$ cat src/rtl/gpint_pkg.sv
package gpint_pkg;

    // Per-pin configuration; out_en lands on bit 0
    typedef struct packed {
        logic open_drain;
        logic ttl_sel;
        logic act_low;
        logic int_en;
        logic pull_up;
        logic out_en;
    } pin_cfg_t;

    localparam int CFG_W = $bits(pin_cfg_t);

    localparam pin_cfg_t CFG_RESET = '{
        open_drain: 1'b0,
        ttl_sel:    1'b0,
        act_low:    1'b0,
        int_en:     1'b0,
        pull_up:    1'b1,
        out_en:     1'b0
    };

    typedef enum logic [1:0] {
        LVL_LOW  = 2'b00,
        LVL_ROSE = 2'b01,
        LVL_HIGH = 2'b11,
        LVL_FELL = 2'b10
    } lvl_state_t;

endpackage

$ cat src/rtl/gpint_sync.sv
module gpint_sync #(
    parameter int  STAGES    = 2,
    parameter logic RESET_VAL = 1'b1
) (
    input  logic clk,
    input  logic rst_n,
    input  logic d,
    output logic q
);
    logic [STAGES-1:0] shreg;

    always_ff @(posedge clk or negedge rst_n) begin
        if (!rst_n) begin
            shreg <= {STAGES{RESET_VAL}};
        end else begin
            shreg <= {shreg[STAGES-2:0], d};
        end
    end

    assign q = shreg[STAGES-1];
endmodule

$ cat src/rtl/gpint_pad.sv
module gpint_pad
    import gpint_pkg::*;
(
    input  pin_cfg_t cfg,
    input  logic     data_bit,
    input  logic     ext_drive,
    input  logic     ext_level,
    output logic     pad_oe,
    output logic     pad_out,
    output logic     level
);
    logic od_release;

    always_comb begin
        od_release = cfg.out_en & cfg.open_drain & data_bit;
        pad_oe     = cfg.out_en & ~od_release;
        pad_out    = data_bit;
        if (pad_oe) begin
            level = data_bit;
        end else if (ext_drive) begin
            level = ext_level;
        end else if (od_release || cfg.pull_up) begin
            level = 1'b1;
        end else begin
            level = 1'b0;
        end
    end
endmodule

$ cat src/rtl/gpint_edge_fsm.sv
module gpint_edge_fsm
    import gpint_pkg::*;
(
    input  logic clk,
    input  logic rst_n,
    input  logic lvl_sync,
    input  logic int_en,
    input  logic act_low,
    output logic irq
);
    lvl_state_t state, state_nx;

    // state register
    always_ff @(posedge clk or negedge rst_n) begin
        if (!rst_n) begin
            state <= LVL_HIGH;
        end else begin
            state <= state_nx;
        end
    end

    // next state from the raw synchronized level; polarity is not involved
    always_comb begin
        state_nx = state;
        unique case (state)
            LVL_LOW:  state_nx = lvl_sync ? LVL_ROSE : LVL_LOW;
            LVL_ROSE: state_nx = lvl_sync ? LVL_HIGH : LVL_FELL;
            LVL_HIGH: state_nx = lvl_sync ? LVL_HIGH : LVL_FELL;
            LVL_FELL: state_nx = lvl_sync ? LVL_ROSE : LVL_LOW;
            default:  state_nx = LVL_HIGH;
        endcase
    end

    // outputs: polarity selects which transition state requests service
    always_comb begin
        irq = 1'b0;
        unique case (state)
            LVL_ROSE: irq = int_en & ~act_low;
            LVL_FELL: irq = int_en & act_low;
            LVL_LOW,
            LVL_HIGH: irq = 1'b0;
            default:  irq = 1'b0;
        endcase
    end
endmodule

$ cat src/rtl/gpint_regs.sv
module gpint_regs
    import gpint_pkg::*;
#(
    parameter int NUM_PINS  = 3,
    parameter int ADDR_W    = 4,
    parameter int DATA_W    = 8,
    parameter int CFG_BASE  = 7,
    parameter int DATA_ADDR = 0
) (
    input  logic                clk,
    input  logic                rst_n,
    input  logic [ADDR_W-1:0]   bus_addr,
    input  logic                bus_wr,
    input  logic                bus_rd,
    input  logic [DATA_W-1:0]   bus_wdata,
    input  logic [NUM_PINS-1:0] sync_lvl,
    output pin_cfg_t            cfg_q [NUM_PINS],
    output logic [NUM_PINS-1:0] data_q,
    output logic [DATA_W-1:0]   rd_data
);
    localparam logic [ADDR_W-1:0] DATA_A = ADDR_W'(DATA_ADDR);

    logic [DATA_W-1:0] rd_next;

    always_comb begin
        rd_next = '0;
        if (bus_addr == DATA_A) begin
            rd_next[NUM_PINS-1:0] = sync_lvl;
        end
        for (int i = 0; i < NUM_PINS; i++) begin
            if (bus_addr == ADDR_W'(CFG_BASE + i)) begin
                rd_next[CFG_W-1:0] = cfg_q[i];
            end
        end
    end

    always_ff @(posedge clk or negedge rst_n) begin
        if (!rst_n) begin
            for (int i = 0; i < NUM_PINS; i++) begin
                cfg_q[i] <= CFG_RESET;
            end
            data_q  <= '0;
            rd_data <= '0;
        end else begin
            if (bus_wr) begin
                for (int i = 0; i < NUM_PINS; i++) begin
                    if (bus_addr == ADDR_W'(CFG_BASE + i)) begin
                        cfg_q[i] <= pin_cfg_t'(bus_wdata[CFG_W-1:0]);
                    end
                end
                if (bus_addr == DATA_A) begin
                    data_q <= bus_wdata[NUM_PINS-1:0];
                end
            end
            if (bus_rd) begin
                rd_data <= rd_next;
            end
        end
    end
endmodule

$ cat src/rtl/gpint_pins.sv
module gpint_pins
    import gpint_pkg::*;
#(
    parameter int NUM_PINS    = 3,
    parameter int ADDR_W      = 4,
    parameter int DATA_W      = 8,
    parameter int CFG_BASE    = 7,
    parameter int DATA_ADDR   = 0,
    parameter int SYNC_STAGES = 2
) (
    input  logic                clk,
    input  logic                rst_n,
    input  logic [ADDR_W-1:0]   bus_addr,
    input  logic                bus_wr,
    input  logic                bus_rd,
    input  logic [DATA_W-1:0]   bus_wdata,
    output logic [DATA_W-1:0]   rd_data,
    input  logic [NUM_PINS-1:0] ext_drive,
    input  logic [NUM_PINS-1:0] ext_level,
    output logic [NUM_PINS-1:0] pad_oe,
    output logic [NUM_PINS-1:0] pad_out,
    output logic [NUM_PINS-1:0] pin_irq
);
    pin_cfg_t            cfg_q [NUM_PINS];
    logic [NUM_PINS-1:0] data_q;
    logic [NUM_PINS-1:0] pin_lvl;
    logic [NUM_PINS-1:0] sync_lvl;
    logic [NUM_PINS-1:0] int_en_v;
    logic [NUM_PINS-1:0] out_en_v;

    gpint_regs #(
        .NUM_PINS (NUM_PINS),
        .ADDR_W   (ADDR_W),
        .DATA_W   (DATA_W),
        .CFG_BASE (CFG_BASE),
        .DATA_ADDR(DATA_ADDR)
    ) u_regs (
        .clk      (clk),
        .rst_n    (rst_n),
        .bus_addr (bus_addr),
        .bus_wr   (bus_wr),
        .bus_rd   (bus_rd),
        .bus_wdata(bus_wdata),
        .sync_lvl (sync_lvl),
        .cfg_q    (cfg_q),
        .data_q   (data_q),
        .rd_data  (rd_data)
    );

    for (genvar g = 0; g < NUM_PINS; g++) begin : g_pin
        gpint_pad u_pad (
            .cfg      (cfg_q[g]),
            .data_bit (data_q[g]),
            .ext_drive(ext_drive[g]),
            .ext_level(ext_level[g]),
            .pad_oe   (pad_oe[g]),
            .pad_out  (pad_out[g]),
            .level    (pin_lvl[g])
        );

        gpint_sync #(
            .STAGES   (SYNC_STAGES),
            .RESET_VAL(1'b1)
        ) u_sync (
            .clk  (clk),
            .rst_n(rst_n),
            .d    (pin_lvl[g]),
            .q    (sync_lvl[g])
        );

        gpint_edge_fsm u_edge (
            .clk     (clk),
            .rst_n   (rst_n),
            .lvl_sync(sync_lvl[g]),
            .int_en  (cfg_q[g].int_en),
            .act_low (cfg_q[g].act_low),
            .irq     (pin_irq[g])
        );

        assign int_en_v[g] = cfg_q[g].int_en;
        assign out_en_v[g] = cfg_q[g].out_en;
    end
endmodule

$ cat config.mk
export PLATFORM = sky130hd
export DESIGN_NAME = gpint_pins
export DESIGN_NICKNAME = d
export VERILOG_FILES = /design/src/rtl/gpint_pkg.sv /design/src/rtl/gpint_sync.sv /design/src/rtl/gpint_pad.sv /design/src/rtl/gpint_edge_fsm.sv /design/src/rtl/gpint_regs.sv /design/src/rtl/gpint_pins.sv
export SDC_FILE = /design/constraint.sdc
export NUM_CORES = 1
export LEC_CHECK = 0
export BUFFER_PORTS_ARGS = -buffer_cell sky130_fd_sc_hd__buf_4
export CAP_MARGIN = 30
export CORE_MARGIN = 2
export CORE_UTILIZATION = 58
export DETAILED_ROUTE_END_ITERATION = 10
export GPL_TIMING_DRIVEN = 0
export PLACE_DENSITY = 0.87
export SYNTH_ARGS = -nofsm -noshare
export SYNTH_HDL_FRONTEND = slang
export SYNTH_SLANG_ARGS = --single-unit
$ cat constraint.sdc
create_clock -name clk -period 2 [get_ports clk]
set_input_delay 0 -clock clk [delete_from_list [all_inputs] [get_ports clk]]
set_output_delay 0 -clock clk [all_outputs]
set_load 0.1 [all_outputs]
# After elaboration in Yosys (flattened, before gate mapping)
# Index checks and enable logic that the tools add are counted.
dict set report totals {
  ff_bits 39
  inputBits 22
}
dict set report classes {
  eq_ne 12
  n_mux 25
  bitwise_logic 21
  reduce_logical 20
}
# op n
set op_table {}
lappend op_table {{2-to-1 mux 6 bit} 3}
lappend op_table {{OR reduction 2 bit} 9}
lappend op_table {{bitwise AND 1 bit} 15}
lappend op_table {{2-to-1 mux 1 bit} 15}
lappend op_table {{== test 2 bit, second input constant} 6}
lappend op_table {{case mux 2 bit (2 select lines)} 3}
lappend op_table {{case mux 1 bit (3 select lines)} 3}
lappend op_table {{== test 4 bit, second input constant} 2}
lappend op_table {{AND reduction 2 bit} 4}
lappend op_table {{== test 2 x 1 -> 1 bit, second input constant} 3}
lappend op_table {{logical NOT 2 bit} 3}
lappend op_table {{inverter 1 bit} 6}
lappend op_table {{== test 4 x 3 -> 1 bit, second input constant} 1}
lappend op_table {{logical NOT 4 bit} 1}
lappend op_table {{logical OR 1 bit} 3}
lappend op_table {{2-to-1 mux 3 bit} 1}

# Longest topological paths before layout
# Gate-level depths: netlist of run 1.
dict set report logic_depth {
  depth_word 6
  ltp_mapped 5
}

# Cells and area by module
# From an unflattened synthesis of run 1, not the netlist that was laid out.
dict set report hier_totals {
  cells_unflattened 149
  area_unflattened_um2 1939.4
}
# module instances cells_per_inst area_per_inst_um2 seq_area_each_um2
set modules_own_cells {}
lappend modules_own_cells {gpint_regs 1 98 1320.0 679.4}
lappend modules_own_cells {gpint_edge_fsm 3 9 103.8 52.6}
lappend modules_own_cells {gpint_sync 3 2 52.6 52.6}
lappend modules_own_cells {gpint_pad 3 6 50.0 0.0}

# Least setup slack after synthesis of run 1
# Ideal clock, no wire load.
dict set report synth_timing {
  path_kind {register to register}
  startpoint {register u_regs.rd_data[0] (netlist name)}
  endpoint {register u_regs.rd_data[0]}
  t_arrival_ns 1.208
  slack_ns 0.710
  path_stages_with_launch 3
  period_less_slack_ns 1.290
  cell_sequence {dfrtp_1 -> o32ai_1 -> a31oi_1}
}
# element line_no
set synth_lines {}
lappend synth_lines {{end signal: assignment} gpint_regs.sv:56} ;# rd_data <= rd_next;
lappend synth_lines {{end: declaration} gpint_regs.sv:19} ;# output logic [DATA_W-1:0] rd_data

# Worst setup path after layout of run 1
dict set report layout_timing {
  startpoint {register g_pin[0].u_edge.state[0]}
  endpoint {output port pin_irq[0]}
}
dict set report layout_via {
  elab_chain_len 3
  elab_cells_between_ends 6
}
# element line_no
set layout_rtl {}
lappend layout_rtl {{start: declaration} gpint_edge_fsm.sv:11} ;# lvl_state_t state, state_nx;
lappend layout_rtl {{start signal: assignment} gpint_edge_fsm.sv:18} ;# state <= state_nx;
lappend layout_rtl {{== test 2 bit / logical NOT 2 bit (equally long branches)} gpint_edge_fsm.sv:37} ;# unique case (state)
lappend layout_rtl {{OR reduction 2 bit} gpint_edge_fsm.sv:37}
lappend layout_rtl {{case mux 1 bit (3 select lines) (*)} gpint_edge_fsm.sv:37}
lappend layout_rtl {{end: declaration} gpint_pins.sv:22} ;# output logic [NUM_PINS-1:0] pin_irq
# Every way passes the cells marked *; elsewhere a longest branch is shown, timed or not.

==> flow_summary.json, run 1 <==
{
  "status": "complete, no violations",
  "r2r_start": "u_regs.cfg_q[11]$_DFFE_PN0P_",
  "first_iter_violations": 46,
  "grt_max_degree": 40,
  "syn-instance-count": 155,
  "start_util": 0.610,
  "stdcell_area_um2": 2390,
  "finalClockSkew_ns": 0.00608,
  "vias_per_cell": 5.62,
  "antenna_cells": 0,
  "p_switching_mw": 1.14,
  "whs_endpoint": "u_regs.rd_data[2]$_DFFE_PN0P_",
  "internal-power_mw": 1.61,
  "pre_cts_ws_ns": 0.490,
  "n_fill_cell": 212,
  "hp-class": "in -> reg",
  "grt_remaining_overflow": 0,
  "max_cap_violations": 0,
  "cp_data_required_time_ns": 2.00,
  "dp_hpwl_mm": 3.15,
  "cts_tree": "yes",
  "p_comb_frac": 0.424,
  "finalNetCount": 239,
  "arrival_ns": 1.85,
  "synth_seq_cells": 39,
  "core_area_um2": 3080,
  "remaining_drc_errors": 0,
  "clk_latency_ns": 0.35,
  "cp_max_fo": 2,
  "p_clk_frac": 0.142,
  "track_usage": 0.280,
  "cp.buffers_inverters": 3,
  "startpoint_type": "flop",
  "min_period_over_period": 0.926,
  "yosysSeqAreaShare": 0.530,
  "synth_top_cell_by_area": "dfrtp_1",
  "gp_congestion": 0.812,
  "ir_drop_uv": 727,
  "worstHoldPathCells": 4,
  "numCtsBuffers": 5,
  "area_growth_pct": 27.2,
  "clock-root-buffer": "clkbuf_4",
  "tightest_slew_ns": 0.556,
  "io_buffers": 33,
  "fmax_mhz": 540,
  "r2r_end": "g_pin[1].u_sync.shreg[0]$_DFF_PN1_",
  "layout_setup_ws_ns": 0.149,
  "grt_pass1_wl_mm": 7.27,
  "clk_pin_slew_ns": 0.11,
  "antenna_found_initial": 0,
  "chipHeight_um": 60.9,
  "setup_viol": 0,
  "synth.distinct_cells": 27,
  "final_cell_mix": "buf_4 (45), mux2_2 (24), dfrtp_1 (24)",
  "synth_top_area_frac": 0.320,
  "worst_r2r_path_depth": 4,
  "firstDrtPassIters": 4,
  "cts_buffer_depth": 2,
  "dpl_cell_area_um2": 2180,
  "ff2ff_setup_slack_ns": 0.54,
  "cp_common_cell": "buf_4",
  "dieArea_um2": 3710,
  "antenna_left": 0,
  "critPathTopFamily": "flip-flops",
  "num_vias": 1438,
  "p_leak_nw": 1.11,
  "final_common_cell": "buf_4",
  "crit_chain": "inv_1, ha_1, xnor2_1, and3_1, buf_4, buf_4",
  "post_drt_wl_per_cell_um": 17.5,
  "yosys-top-cells-area": "dfrtp_1 (32%), dfstp_2 (21%), mux2_2 (14%)",
  "drive_gt1_frac": 0.467,
  "crit_path_end_kind": "output pin",
  "clock-sinks": 39,
  "ys_warn_count": 0,
  "critical_path_class": "reg -> out",
  "final.setup.tns_ns": 0,
  "wl_mm": 4.47,
  "hold_viol_final": 0,
  "rsz0062_at_grt": "no",
  "power-per-cell-area_nw_per_um2": 1150,
  "hp-start": "bus_addr[1]",
  "die_x_um": 60.9,
  "synth_area_um2": 1880,
  "slew_violations": 0,
  "avgSynthCellArea_um2": 12.1,
  "grt_pass1_vias": 1534,
  "relSlewSlack": 0.629,
  "htreeDepth": 2,
  "seq_power_share": 0.434,
  "rows": 20,
  "switching_share": 0.415,
  "slowest_delay_ns": 0.53,
  "ios": 39,
  "slowest_stage": "dfstp_2",
  "post-route-min-period_ns": 1.85
}
## worst max-delay path by stage
stage	slack, ns	from	depth (start not counted)	end
2_1_floorplan	0.71	u_regs.rd_data[0]$_DFFE_PN0P_	2	u_regs.rd_data[0]$_DFFE_PN0P_
3_3_place_gp	0.54	bus_addr[2]	4	u_regs.cfg_q[0]$_DFFE_PN0P_
3_5_place_dp	0.49	bus_addr[2]	4	u_regs.cfg_q[0]$_DFFE_PN0P_
4_1_cts	0.1	u_regs.cfg_q[7]$_DFFE_PN1P_	4	g_pin[1].u_sync.shreg[0]$_DFF_PN1_
5_1_grt	0.01	g_pin[0].u_edge.state[0]$_DFF_PN1_	6	pin_irq[0]
6_report	0.15	g_pin[0].u_edge.state[0]$_DFF_PN1_	6	pin_irq[0]
## layer usage
layer / track usage / vias up / wire [µm]
met2: 0.510 / 65 / 2370
met1: 0.318 / 717 / 1740
li1: - / 644 / -
met3: 0.0853 / 12 / 263
met5: 0 / - / 0
met4: 0.0745 / 0 / 98
## logic make-up after synthesis
kind of cell / synth area share
AOI/OAI and AO/OA: 0.0879
xor gates and xnor gates: 0.0140
adders and majority gates: 0.0400
buffers and inverters: 0.0753
DFF: 0.530
muxes: 0.160
other: 0.00200
and+or+nand+nor: 0.0913
## worst register-to-register path: stages (launching register included)
cell	delay, ns
dfrtp_1	0.44
nand3b_1	0.13
o21ai_0	0.13
a21oi_2	0.13
dlygate4sd3_1	0.58
## sequential cells by signal, indices dropped and copies added (netlist names)
name / count
g_pin.u_sync.shreg: 6
u_regs.data_q: 3
u_regs.cfg_q: 18
u_regs.rd_data: 6
g_pin.u_edge.state: 6
## per-stage QoR
stage	total power, mW	instances	utilization	hold slack, ns
2_1_floorplan	2.04	156	-	-0.296
3_3_place_gp	2.24	233	0.710	-0.0160
3_5_place_dp	2.32	233	0.710	-0.0152
4_1_cts	2.75	256	0.776	0.0344
5_1_grt	2.90	256	0.776	0.0564
6_report	2.76	256	0.776	0.0693
## power groups by stage
stage                     clock network, mW  logic, mW  registers, mW
after floorplan                           0      0.806           1.23
after global placement                    0       1.05           1.19
after detailed placement                  0       1.11           1.21
after CTS                             0.394       1.16           1.19
after global routing                  0.436       1.25           1.22
final                                 0.390       1.17           1.20
## cell type report
cell class                 instances  area [µm²]  share of cell area
sequential                        39         995               0.416
inverter                           9        33.8              0.0141
buffer                            15         108              0.0450
timing repair buffer              48         395               0.166
tap                               44        55.1              0.0230
clock buffer                       5        37.5              0.0157
multi-input combinational         93         749               0.314
clock inverter                     3        15.0             0.00629
## Yosys cell counts (all sizes together)
library cell,number
dfrtp,24
mux2,24
dfstp,15
buf,14
a21oi,9
inv,9
nor2,8
ha,6
o21ai,6
nand2,5
nor3b,5
a22oi,3
a31oi,3
and3,3
mux2i,3
nand3b,3
o21a,3
o32ai,3
xnor2,3
nand3,2
and4b,1
clkbuf,1
conb,1
or3b,1
## what timing repair did
item                       in CTS  in global routing
resized for setup               0                  1
setup endpoints to repair       0                  1
setup buffers                   0                  1
hold buffers                   15                  0
hold endpoints to repair       64                  0
No activity file was read; power rests on OpenSTA's default activity.
==> inputs of run 2 (changes only) <==
--- a/config.mk
+++ b/config.mk
@@ -5,12 +5,12 @@
 export SDC_FILE = /design/constraint.sdc
 export NUM_CORES = 1
 export LEC_CHECK = 0
+export ABC_AREA = 1
 export BUFFER_PORTS_ARGS = -buffer_cell sky130_fd_sc_hd__buf_4
 export CAP_MARGIN = 30
 export CORE_MARGIN = 2
-export CORE_UTILIZATION = 58
+export CORE_UTILIZATION = 59
 export DETAILED_ROUTE_END_ITERATION = 10
-export GPL_TIMING_DRIVEN = 0
 export PLACE_DENSITY = 0.87
 export SYNTH_ARGS = -nofsm -noshare
 export SYNTH_HDL_FRONTEND = slang
==> flow_summary.json, run 2 <==
{
  "crit_chain": "inv_1, ha_1, o211ai_1, a21oi_1, buf_4",
  "syn-instance-count": 216,
  "firstDrtPassIters": 4,
  "rows": 21,
  "vias_per_cell": 5.18,
  "slew_violations": 0,
  "fmax_mhz": 585,
  "antenna_cells": 0,
  "p_leak_nw": 1.18,
  "numCtsBuffers": 5,
  "hold_slack_ns": 0.0710,
  "grt_pass1_vias": 1530,
  "finalClockSkew_ns": 0.0117,
  "num_vias": 1569,
  "remaining_drc_errors": 0,
  "cts_hold_buf": 14,
  "grt_max_degree": 40,
  "grt_pass1_wl_mm": 6.75,
  "yosys-top-cells-area": "dfrtp_1 (30%), dfstp_2 (20%), nand2_1 (8.6%)",
  "cp_max_fo": 2,
  "wl_mm": 3.97,
  "hp-start": "bus_addr[0]",
  "grt_remaining_overflow": 0,
  "avgSynthCellArea_um2": 9.30,
  "synthFlopType": "dfrtp_1",
  "dieArea_um2": 3890,
  "startpoint_type": "flop",
  "final_common_cell": "nand2_1",
  "start_util": 0.607,
  "clock-sinks": 39,
  "antenna_found_initial": 0,
  "clk_latency_ns": 0.35,
  "synth.distinct_cells": 22,
  "synth_top_cell_by_area": "dfrtp_1",
  "r2r_start": "u_regs.data_q[2]$_DFFE_PN0P_",
  "critical_path_class": "reg -> out",
  "crit_path_end_kind": "output pin",
  "final.setup.tns_ns": 0,
  "clk_pin_slew_ns": 0.11,
  "cp_data_required_time_ns": 2.00,
  "drive_gt1_frac": 0.319,
  "chipHeight_um": 62.3,
  "hold_viol_final": 0,
  "die_x_um": 62.3,
  "rsz0062_at_grt": "no",
  "largest_reg_flops": 18,
  "post_drt_wl_per_cell_um": 13.1,
  "gp_congestion": 0.866,
  "cts_resized": 0,
  "synth_common_cells": "nand2_1 (46), dfrtp_1 (24), inv_1 (24)",
  "cts_buffer_depth": 2,
  "track_usage": 0.227,
  "yosysSeqAreaShare": 0.495,
  "ir_drop_uv": 833,
  "async_flop_share": 1.00,
  "hp-class": "in -> reg",
  "dp_hpwl_mm": 2.81,
  "post_cts_buffers": 0,
  "final_cell_mix": "nand2_1 (46), buf_4 (34), inv_1 (24), dfrtp_1 (24), nand3_1 (22)",
  "ios": 39,
  "core_area_um2": 3310,
  "arrival_ns": 1.71,
  "ys_warn_count": 0,
  "synth_seq_cells": 39,
  "crit_start": "g_pin[2].u_edge.state[1]$_DFF_PN1_",
  "setup_viol": 0,
  "cts_tree": "yes",
  "clock-root-buffer": "clkbuf_4",
  "first_iter_violations": 46,
  "n_fill_cell": 290,
  "slowest_delay_ns": 0.56,
  "finalNetCount": 284,
  "io_buffers": 34,
  "yosysMostFrequentCell": "nand2_1",
  "post-route-min-period_ns": 1.71,
  "synth_area_um2": 2010,
  "antenna_left": 0,
  "top_register": "u_regs.cfg_q",
  "htreeDepth": 2,
  "min_period_over_period": 0.854,
  "synth_top_area_frac": 0.299,
  "max_cap_violations": 0,
  "synth_edf_count": 0,
  "power-per-cell-area_nw_per_um2": 1040,
  "slowest_stage": "dfstp_2",
  "status": "complete, no violations",
  "area_growth_pct": 18.8
}
[run 2: cell count changes in the layout (fill, tap and decap cells not counted), moves of 4 or more]
cell and delta:
nor3b_1 -4, inv_1 +15, buf_4 -11, o21ai_0 -6, nand3_1 +20, o21ai_2 +18
mux2_2 -24, o211ai_1 +6, nand2_1 +41
[run 2: power breakdown]
part | leakage (nW) | internal, mW | switching, mW
logic | 0.694 | 0.281 | 0.661
registers | 0.464 | 1.03 | 0.130
clock network | 0.0265 | 0.140 | 0.245
[run 2: worst max-delay path, delay by kind of cell (launching register included)]
family	cells	cell delay [ns]
buffers and inverters	2	0.34
AOI/OAI and AO/OA	2	0.19
DFF	1	0.56
adders and majority gates	1	0.26
[run 2: through the flow]
stage               area (µm²)  power, mW  utilization  instances  worst slack, ns
finish                    2390       2.48        0.721        303            0.291
global route              2390       2.62        0.721        303            0.196
CTS                       2390       2.49        0.721        303            0.269
detailed placement        2200       2.08        0.664        281            0.658
global placement          2200       2.04        0.664        281            0.677
floorplan                 2010       1.91            -        217            0.721
[run 2: logic make-up (layout without fill, tap and decap cells)]
kind of cell,Yosys count,count (layout),synth area share
AO/OA/AOI/OAI,39,39,0.146
AND/OR/NAND/NOR,88,88,0.205
buffers and inverters,43,83,0.114
flip-flops,39,39,0.495
adder cells (fa/ha/maj),6,6,0.0374
other,1,2,0.00187
[run 2: metal layers]
metal	up-vias	global-route usage	share of wire
li1	778	-	-
met1	737	0.277	0.42
met2	46	0.387	0.52
met3	8	0.0652	0.046
met4	0	0.0806	0.018
met5	-	0	0
[run 2: final timing paths]
kind	slack, ns	depth (start not counted)	end
hold reg to reg	0.36	0	g_pin[2].u_sync.shreg[1]$_DFF_PN1_
setup reg to reg	0.45	4	g_pin[2].u_sync.shreg[0]$_DFF_PN1_
hold / removal	0.07	5	u_regs.rd_data[2]$_DFFE_PN0P_
setup / recovery	0.29	5	pin_irq[2]
max in group asynchronous	1.50	2	g_pin[0].u_edge.state[0]$_DFF_PN1_
min in group asynchronous	0.14	2	u_regs.rd_data[5]$_DFFE_PN0P_
[run 2: final cells by class]
| type | count | area [µm²] | area share |
|---|---|---|---|
| Multi-Input combinational cell | 135 | 788 | 0.330 |
| Clock buffer | 8 | 48.8 | 0.0205 |
| Timing Repair Buffer | 48 | 395 | 0.166 |
| Sequential cell | 39 | 995 | 0.417 |
| Tap cell | 46 | 57.6 | 0.0241 |
| Inverter | 27 | 101 | 0.0425 |
==> inputs of run 3 (changes only) <==
--- a/config.mk
+++ b/config.mk
@@ -5,11 +5,11 @@
 export SDC_FILE = /design/constraint.sdc
 export NUM_CORES = 1
 export LEC_CHECK = 0
-export ABC_AREA = 1
+export ABC_AREA = 0
 export BUFFER_PORTS_ARGS = -buffer_cell sky130_fd_sc_hd__buf_4
 export CAP_MARGIN = 30
 export CORE_MARGIN = 2
-export CORE_UTILIZATION = 59
+export CORE_UTILIZATION = 58
 export DETAILED_ROUTE_END_ITERATION = 10
 export PLACE_DENSITY = 0.87
 export SYNTH_ARGS = -nofsm -noshare
==> flow_summary.json, run 3 (synthesized netlist as in run 1, its figures left out) <==
{
  "switching_share": 0.409,
  "min_period_over_period": 0.914,
  "finalClockSkew_ns": 0.00702,
  "rsz0062_at_grt": "no",
  "top_register": "u_regs.cfg_q",
  "startpoint_type": "flop",
  "setup_viol": 0,
  "rows": 20,
  "n_fill_cell": 226,
  "drive_gt1_frac": 0.422,
  "wl_mm": 3.90,
  "vias_per_cell": 5.52,
  "cp_data_required_time_ns": 2.30,
  "clk_latency_ns": 0.35,
  "remaining_drc_errors": 0,
  "htreeDepth": 2,
  "hold_viol_final": 0,
  "track_usage": 0.240,
  "gp_congestion": 0.779,
  "status": "complete, no violations",
  "hp-class": "in -> reg",
  "cts_tree": "yes",
  "antenna_left": 0,
  "die_x_um": 60.9,
  "critical_path_class": "reg -> reg",
  "p_leak_nw": 1.04,
  "final.setup.tns_ns": 0,
  "firstDrtPassIters": 4,
  "start_util": 0.610,
  "post-route-min-period_ns": 1.83,
  "grt_max_degree": 40,
  "p_switching_mw": 1.10,
  "antenna_found_initial": 0,
  "grt_pass1_wl_mm": 6.28,
  "cts_resized": 0,
  "num_vias": 1341,
  "cts_buffer_depth": 2,
  "chipHeight_um": 60.9,
  "slew_violations": 0,
  "p_comb_frac": 0.399,
  "ir_drop_uv": 765,
  "largest_reg_flops": 18,
  "internal-power_mw": 1.58,
  "numCtsBuffers": 5,
  "first_iter_violations": 38,
  "power-per-cell-area_nw_per_um2": 1160,
  "final_cell_mix": "buf_4 (35), mux2_2 (24), dfrtp_1 (24)",
  "p_clk_frac": 0.158,
  "fmax_mhz": 547,
  "total_power_mw": 2.68,
  "crit_path_end_kind": "flop",
  "cp_max_fo": 4,
  "antenna_cells": 0,
  "dp_hpwl_mm": 2.70,
  "clk_pin_slew_ns": 0.11,
  "arrival_ns": 2.13,
  "seq_power_share": 0.443,
  "post_drt_wl_per_cell_um": 16.1,
  "area_growth_pct": 22.6,
  "clock-root-buffer": "clkbuf_4",
  "grt_pass1_vias": 1367,
  "final_common_cell": "buf_4",
  "ios": 39,
  "clock-sinks": 39,
  "finalNetCount": 226,
  "grt_remaining_overflow": 0,
  "io_buffers": 34,
  "core_area_um2": 3080,
  "max_cap_violations": 0,
  "dieArea_um2": 3710
}
## run 3: power groups by stage
stage               registers (mW)  logic, mW  clock network (mW)
floorplan                     1.23      0.806                   0
global placement              1.19      0.980                   0
detailed placement            1.20       1.02                   0
CTS                           1.19       1.07               0.428
global route                  1.21       1.13               0.466
finish                        1.19       1.07               0.423
## run 3: final cells by class
cell class | instances | area [µm²] | area share
Inverter | 9 | 33.8 | 0.0147
Multi-Input combinational cell | 93 | 746 | 0.324
Clock buffer | 7 | 55.1 | 0.0239
Clock inverter | 1 | 5.00 | 0.00217
Tap cell | 44 | 55.1 | 0.0239
Sequential cell | 39 | 995 | 0.432
Timing Repair Buffer | 50 | 413 | 0.179
## run 3: critical path, stage by stage (launching register included)
cell and delay (ns):
dfrtp_1 0.43, nand3b_1 0.09, dlygate4sd3_1 0.54, o21ai_0 0.07, a21oi_1 0.10, dlygate4sd3_1 0.55
## run 3: timing repair
item                      in CTS  in global routing
setup buffers                  0                  0
hold endpoints to repair      69                  0
hold buffers                  15                  0
## run 3: per-layer routing
layer  global-route usage  routed length, µm
met1                0.291               1670
met2                0.406               1910
met3               0.0597                223
met4                0.102                 95
met5                    0                  0
## run 3: worst paths after layout
kind                                                     from  slack, ns  depth (start not counted)                                  to
hold reg to reg            g_pin[0].u_sync.shreg[0]$_DFF_PN1_       0.36                          0  g_pin[0].u_sync.shreg[1]$_DFF_PN1_
max in group asynchronous                               rst_n       1.49                          2         u_regs.cfg_q[7]$_DFFE_PN1P_
hold / removal                                    bus_addr[1]       0.02                          4       u_regs.rd_data[2]$_DFFE_PN0P_
min in group asynchronous                               rst_n       0.14                          2         u_regs.cfg_q[3]$_DFFE_PN0P_
setup / recovery                  u_regs.cfg_q[5]$_DFFE_PN0P_       0.17                          5  g_pin[2].u_sync.shreg[0]$_DFF_PN1_
setup reg to reg                  u_regs.cfg_q[5]$_DFFE_PN0P_       0.17                          5  g_pin[2].u_sync.shreg[0]$_DFF_PN1_
## run 3: per-stage QoR
step / setup WS, ns / instances / util / cell area, µm² / hold slack, ns
after floorplan: 0.710 / 156 / - / 1880 / -0.296
final: 0.173 / 243 / 0.748 / 2300 / 0.0216
after global placement: 0.566 / 220 / 0.680 / 2090 / -0.0154
after detailed placement: 0.532 / 220 / 0.680 / 2090 / -0.00778
after CTS: 0.182 / 243 / 0.748 / 2300 / 0.00319
after global routing: 0.0355 / 243 / 0.748 / 2300 / 0.0300
